## config.mk

```make
export PLATFORM = sky130hd
export DESIGN_NAME = conv_supervisor
export DESIGN_NICKNAME = d
export VERILOG_FILES = /design/src/rtl/conv_supervisor.sv
export SDC_FILE = /design/constraint.sdc
export NUM_CORES = 1
export LEC_CHECK = 0
export ABC_AREA = 1
export CAP_MARGIN = 20
export CORE_UTILIZATION = 35
export CTS_CLUSTER_DIAMETER = 80
export CTS_CLUSTER_SIZE = 20
export DETAILED_ROUTE_END_ITERATION = 7
export PLACE_DENSITY = 0.54
export SYNTH_ARGS = -nofsm -noshare
export SYNTH_HDL_FRONTEND = slang
export SYNTH_SLANG_ARGS = --single-unit
```

## constraint.sdc

```tcl
create_clock -name clk -period 6.1 [get_ports clk]
set_input_delay 1.22 -clock clk [delete_from_list [all_inputs] [get_ports clk]]
set_output_delay 1.22 -clock clk [all_outputs]
set_load 0.005 [all_outputs]
```

## src/rtl/conv_supervisor.sv

```systemverilog
module conv_supervisor #(
  parameter int SS_EXP0  = 8,
  parameter int SS_EXP1  = 11,
  parameter int SS_EXP2  = 14,
  parameter int HIC_EXP  = 17,
  parameter int OC_TRIPS = 3
) (
  input  logic       clk,
  input  logic       rst_n,
  input  logic       en,
  input  logic       vin_uv,
  input  logic       vin_ov,
  input  logic       therm_sd,
  input  logic       pchg_done,
  input  logic       fb_lo95,
  input  logic       fb_hi105,
  input  logic       fb_lo90,
  input  logic       fb_hi110,
  input  logic       scap_lo35,
  input  logic       scap_hi65,
  input  logic       oc_a_vld,
  input  logic       oc_a_trip,
  input  logic       oc_b_vld,
  input  logic       oc_b_trip,
  input  logic [2:0] cfg_code,
  output logic       sw_en,
  output logic       pchg_en,
  output logic       ramp_en,
  output logic       pll_en,
  output logic       bleed_en,
  output logic       pgood,
  output logic [1:0] osc_sel
);

  localparam int SSMAX = (SS_EXP0 > SS_EXP1) ? ((SS_EXP0 > SS_EXP2) ? SS_EXP0 : SS_EXP2)
                                             : ((SS_EXP1 > SS_EXP2) ? SS_EXP1 : SS_EXP2);
  localparam int TW    = (HIC_EXP > SSMAX) ? HIC_EXP : SSMAX;
  localparam int OCW   = $clog2(OC_TRIPS + 1);
  localparam logic [TW-1:0]  HIC_LAST = {TW{1'b1}} >> (TW - HIC_EXP);
  localparam logic [OCW-1:0] OC_LAST  = OCW'(OC_TRIPS - 1);

  typedef enum logic [2:0] {S_OFF, S_PCHG, S_SOFT, S_RUN, S_HIC, S_HOLD} state_t;

  state_t         state, nxt;
  logic [2:0]     cfg_q;
  logic [TW-1:0]  tmr;
  logic [TW-1:0]  ss_last;
  logic [OCW-1:0] oc_cnt;
  logic           bleed_q;
  int             ss_e;

  wire lockout  = ~en | vin_uv;
  wire hold_in  = vin_ov | therm_sd;
  wire active   = (state == S_SOFT) | (state == S_RUN);
  wire trip_any = (oc_a_vld & oc_a_trip) | (oc_b_vld & oc_b_trip);
  wire ok_any   = (oc_a_vld & ~oc_a_trip) | (oc_b_vld & ~oc_b_trip);
  wire oc_fault = active & trip_any & ~ok_any & (oc_cnt == OC_LAST);
  wire cap_f    = active & (scap_lo35 | scap_hi65);
  wire out_f    = (state == S_RUN) & (fb_lo90 | fb_hi110);

  always_comb begin
    case (cfg_q)
      3'd0, 3'd1, 3'd2: osc_sel = 2'd0;
      3'd3, 3'd4:       osc_sel = 2'd1;
      default:          osc_sel = 2'd2;
    endcase
    case (cfg_q)
      3'd0, 3'd3, 3'd5: ss_e = SS_EXP0;
      3'd1, 3'd4, 3'd6: ss_e = SS_EXP1;
      default:          ss_e = SS_EXP2;
    endcase
    ss_last = {TW{1'b1}} >> (TW - ss_e);
  end

  always_comb begin
    nxt = state;
    if (lockout) nxt = S_OFF;
    else if (hold_in && state != S_OFF) nxt = S_HOLD;
    else begin
      case (state)
        S_OFF:  if (!hold_in) nxt = S_PCHG;
        S_PCHG: if (pchg_done) nxt = S_SOFT;
        S_SOFT: begin
          if (cap_f || oc_fault) nxt = S_HIC;
          else if (tmr == ss_last) nxt = S_RUN;
        end
        S_RUN:  if (cap_f || out_f || oc_fault) nxt = S_HIC;
        S_HIC:  if (tmr == HIC_LAST) nxt = S_PCHG;
        S_HOLD: nxt = S_SOFT;
        default: nxt = S_OFF;
      endcase
    end
  end

  always_ff @(posedge clk or negedge rst_n) begin
    if (!rst_n) begin
      state   <= S_OFF;
      cfg_q   <= '0;
      tmr     <= '0;
      oc_cnt  <= '0;
      bleed_q <= 1'b0;
    end else begin
      state <= nxt;
      if (state == S_OFF) cfg_q <= cfg_code;
      if (nxt != state) tmr <= '0;
      else if (state == S_SOFT || state == S_HIC) tmr <= tmr + 1'b1;
      if (!active || ok_any || nxt != state) oc_cnt <= '0;
      else if (trip_any) oc_cnt <= oc_cnt + 1'b1;
      if (nxt == S_HIC && state != S_HIC) bleed_q <= scap_hi65;
      else if (nxt != S_HIC) bleed_q <= 1'b0;
    end
  end

  assign sw_en    = active;
  assign pchg_en  = (state == S_PCHG);
  assign ramp_en  = (state == S_SOFT);
  assign pll_en   = (state == S_RUN);
  assign bleed_en = (state == S_HIC) & bleed_q;
  assign pgood    = (state == S_RUN) & ~lockout & ~hold_in & ~fb_lo95 & ~fb_hi105;

  AST_LOCKOUT_ALL_OFF: assert property (@(posedge clk) disable iff (!rst_n)
    lockout |=> (!sw_en && !pchg_en && !ramp_en && !pgood && !bleed_en));

  AST_RAMP_AFTER_PCHG: assert property (@(posedge clk) disable iff (!rst_n)
    $rose(ramp_en) |-> (($past(pchg_en) && $past(pchg_done)) || $past(state == S_HOLD)));

  AST_CFG_FROZEN: assert property (@(posedge clk) disable iff (!rst_n)
    (state != S_OFF && $past(state) != S_OFF) |-> $stable(osc_sel));

  AST_SOFT_MASKED: assert property (@(posedge clk) disable iff (!rst_n)
    (ramp_en && !lockout && !hold_in && !scap_lo35 && !scap_hi65 && !trip_any && (fb_lo90 || fb_hi110))
      |=> (sw_en && !pgood));

  AST_PGOOD_WINDOW: assert property (@(posedge clk) disable iff (!rst_n)
    pgood |-> (pll_en && !ramp_en && !fb_lo95 && !fb_hi105));

  AST_OC_THIRD_TRIP: assert property (@(posedge clk) disable iff (!rst_n)
    (sw_en && trip_any && !ok_any && oc_cnt == OC_LAST) |=> (!sw_en && !pgood));

  AST_BLEED_SCOPE: assert property (@(posedge clk) disable iff (!rst_n)
    bleed_en |-> (!sw_en && !pchg_en && !ramp_en && !pgood));

  AST_HOLD_TO_SOFT: assert property (@(posedge clk) disable iff (!rst_n)
    ($past(state == S_HOLD) && $past(!lockout && !hold_in)) |-> ramp_en);

endmodule

```

==> impl_results.md <==
* Post-Syn Instances at around 240
* Global-route wire length before repair at 6070 um
* Worst hold path type: register to register
* Initial antenna violation count at 0
* Avg Inst Size Synth at 7.19 sq um
* Post-synth top area cell: dfrtp_1
* Yosys top cell area share at 0.374
* Worst Clk Skew at approximately 4.1 ps
* Final hold violation count at 0
* Seq pwr share at 0.459
* DR DRC count at 0
* Sequential fraction of the synthesis area at 0.374
* # diodes at 0
* Clock tree buffer depth at 2
* # Max-Cap Violations at 0
* Number of I/O port buffers at 27
* Nets at 296
* Register-to-Register Path Depth at 16
* Slowest-stage cell, CP: clkdlybuf4s50_1
* Post-route ant nets at 0
* Max stage delay on crit path at 500 ps
* Critical Path End Type: output port
* CP Class: input pin to output port
* Final Critical Period at roughly 3900 ps
* Period utilization at 0.636
* Req. time, crit path at roughly 4900 ps
* Hold buffer count at cts at 0
* Final Core Density at 0.451
* CTS tree: yes
* Peak supply drop at roughly 0.00015 V
* Relative slew slack at 0.763
* Post-Route WL at 3530 um
* Drt initial violations at a little over 60
* Vias at 1494
* Vias per std cell at between 4 and 5
* 1st-pass router iterations at 4
* WHS Path Cells at 2
* CTS sink count at 26
* DIE HEIGHT at 72.5 um
* Largest net degree at the start of global routing at 27
* Slew Limit Fails at 0
* DIE WIDTH at 72.5 um
* Setup tns final at 0 ps
* Yosys Warn Count at 0
* Most frequent cells in the layout: 57 x nand2_1, 37 x nor2_1, 35 x inv_1
* Avg WL per Cell at 10.4 um
* Initial Utilization at 0.366
* Multi-input gate area at about 920 sq um
* Outcome: complete, no violations
* Post_cts resized at 0
* # rows at 25
* Commonest non-fill, non-tap cell in the layout: nand2_1
* I/O pins at 28
* Slew at the pin with the worst max-slew slack at about 360 ps
* Vias in the first global route at 1400
* Post-synthesis register bit count at 26
* Post-Syn Area at 1740 sq um
* NetSw at slightly above 0.0001 W
* Fillers at 503
* Clock share of power at 0.362
* Share of cells above drive strength 1 at 0.118
* P per Cell Area at 185 nW/um^2
* Worst path arrival time at 2660 ps
* RSZ-0062 raised after global routing: no
* Yosys cell types at 29
* Gr usage total at 0.149
* Comb power frac at 0.179
* GP Congestion at between 0.8 and 0.9
* Clock Latency Late Sink at 270 ps
* Total core area at 4750 sq um
* Int Power at just under 0.0003 W
* CTS root buf: clkbuf_8
* Top post-synthesis cells by area: dfrtp_1 37%, nand2_1 12%, nor2_1 8.0%
* Grt ovf at 0
* FMAX at 0.258 GHz
* Switching Fraction at 0.257
* Full die area at 5260 sq um
* Crit start category: input pin
* Crit Path Max Fanout at 6
* Sequential Area at 651 sq um
* Post-CTS Setup Bufs at 0
* TritonCTS Buffers at 3
* Worst-path clk slew at 90 ps
* Layout area overhead at 23.3%
* Final setup viols at 0
* CP cell instances: clkdlybuf4s50_1 -> inv_1 -> nor2_1 -> nand2_1 -> nor2_1 -> clkdlybuf4s50_1
* P_leak at 0.975 nW
* Post-DP HPWL at ~2700 um
* Total nets after synthesis at 265
* H-tree depth at 1
==> area by class of cell <==
| cell class | instances | area share |
|---|---|---|
| Multi-Input combinational cell | 175 | 0.427 |
| Sequential cell | 26 | 0.303 |
| Timing Repair Buffer | 28 | 0.129 |
| Inverter | 39 | 0.0682 |
| Tap cell | 67 | 0.0391 |
| Clock buffer | 3 | 0.0192 |
| Clock inverter | 1 | 0.0140 |
==> power by group through the flow <==
| stage | Sequential [W] | Clock, W | Combinational, W |
|---|---|---|---|
| finish | 0.000183 | 0.000144 | 0.0000711 |
| detailed placement | 0.000186 | 0 | 0.0000721 |
| floorplan | 0.000185 | 0 | 0.0000467 |
| CTS | 0.000183 | 0.000150 | 0.0000725 |
| global placement | 0.000186 | 0 | 0.0000715 |
| global route | 0.000184 | 0.000156 | 0.0000817 |
==> cells by family (layout without fill, tap and decap cells) <==
logic type | Yosys count | after routing | synth area share
compound gates | 17 | 17 | 0.0575
xor+xnor | 11 | 11 | 0.0554
fa+ha+maj | 3 | 3 | 0.0216
buf+inv | 41 | 71 | 0.0999
flops | 26 | 26 | 0.374
mux | 2 | 2 | 0.0115
simple gates | 142 | 142 | 0.380
==> worst paths after layout <==
check	from	endpoint	slack, ps
worst max register to register	tmr[1]	tmr[14]	3460
min in group asynchronous	rst_n	oc_cnt[0]	1310
max in group asynchronous	rst_n	tmr[14]	4510
worst min-delay path	tmr[15]	tmr[15]	540
worst min register to register	tmr[15]	tmr[15]	540
worst max-delay path	en	pgood	2220
==> cells in the mapped netlist <==
cell type	count
a211oi_1	1
a21boi_0	2
a21oi_1	3
a31o_2	1
buf_12	1
buf_4	1
clkinv_1	1
dfrtp_1	26
ha_1	3
inv_1	35
inv_2	3
mux2i_1	2
nand2_1	57
nand2_2	5
nand2_4	1
nand3_1	15
nand3_2	2
nand4_1	4
nor2_1	37
nor2_2	11
nor2_4	4
nor3_1	4
nor4_1	2
o21a_1	1
o21ai_0	7
o21ai_1	1
o22ai_1	1
xnor2_1	1
xor2_1	10
==> flip-flops by register name (all words and copies together), names as in the netlist <==
| name | cells |
|---|---|
| state | 3 |
| cfg_q | 3 |
| tmr | 17 |
| bleed_q | 1 |
| oc_cnt | 2 |
==> routing by layer <==
layer	share of wire	track usage	wire, um
met3	0.036	0.0306	126
met1	0.51	0.189	1790
met5	0	0	0
met4	0.0059	0.0261	21
met2	0.45	0.262	1590
==> stage by stage <==
stage	std cells	setup slack (ps)	power (W)	instance area [sq um]	hold slack (ps)
floorplan	242	3240	0.000231	1740	505
global placement	335	2240	0.000257	2070	524
detailed placement	335	2220	0.000258	2070	526
CTS	339	2220	0.000405	2150	554
global route	339	2100	0.000422	2150	560
finish	339	2220	0.000398	2150	542
==> critical path, delay by kind of cell <==
| family | cells | cell delay, ps |
|---|---|---|
| buf+inv | 3 | 980 |
| simple gates | 3 | 450 |
Note: power is estimated with default switching activity, not from simulation.
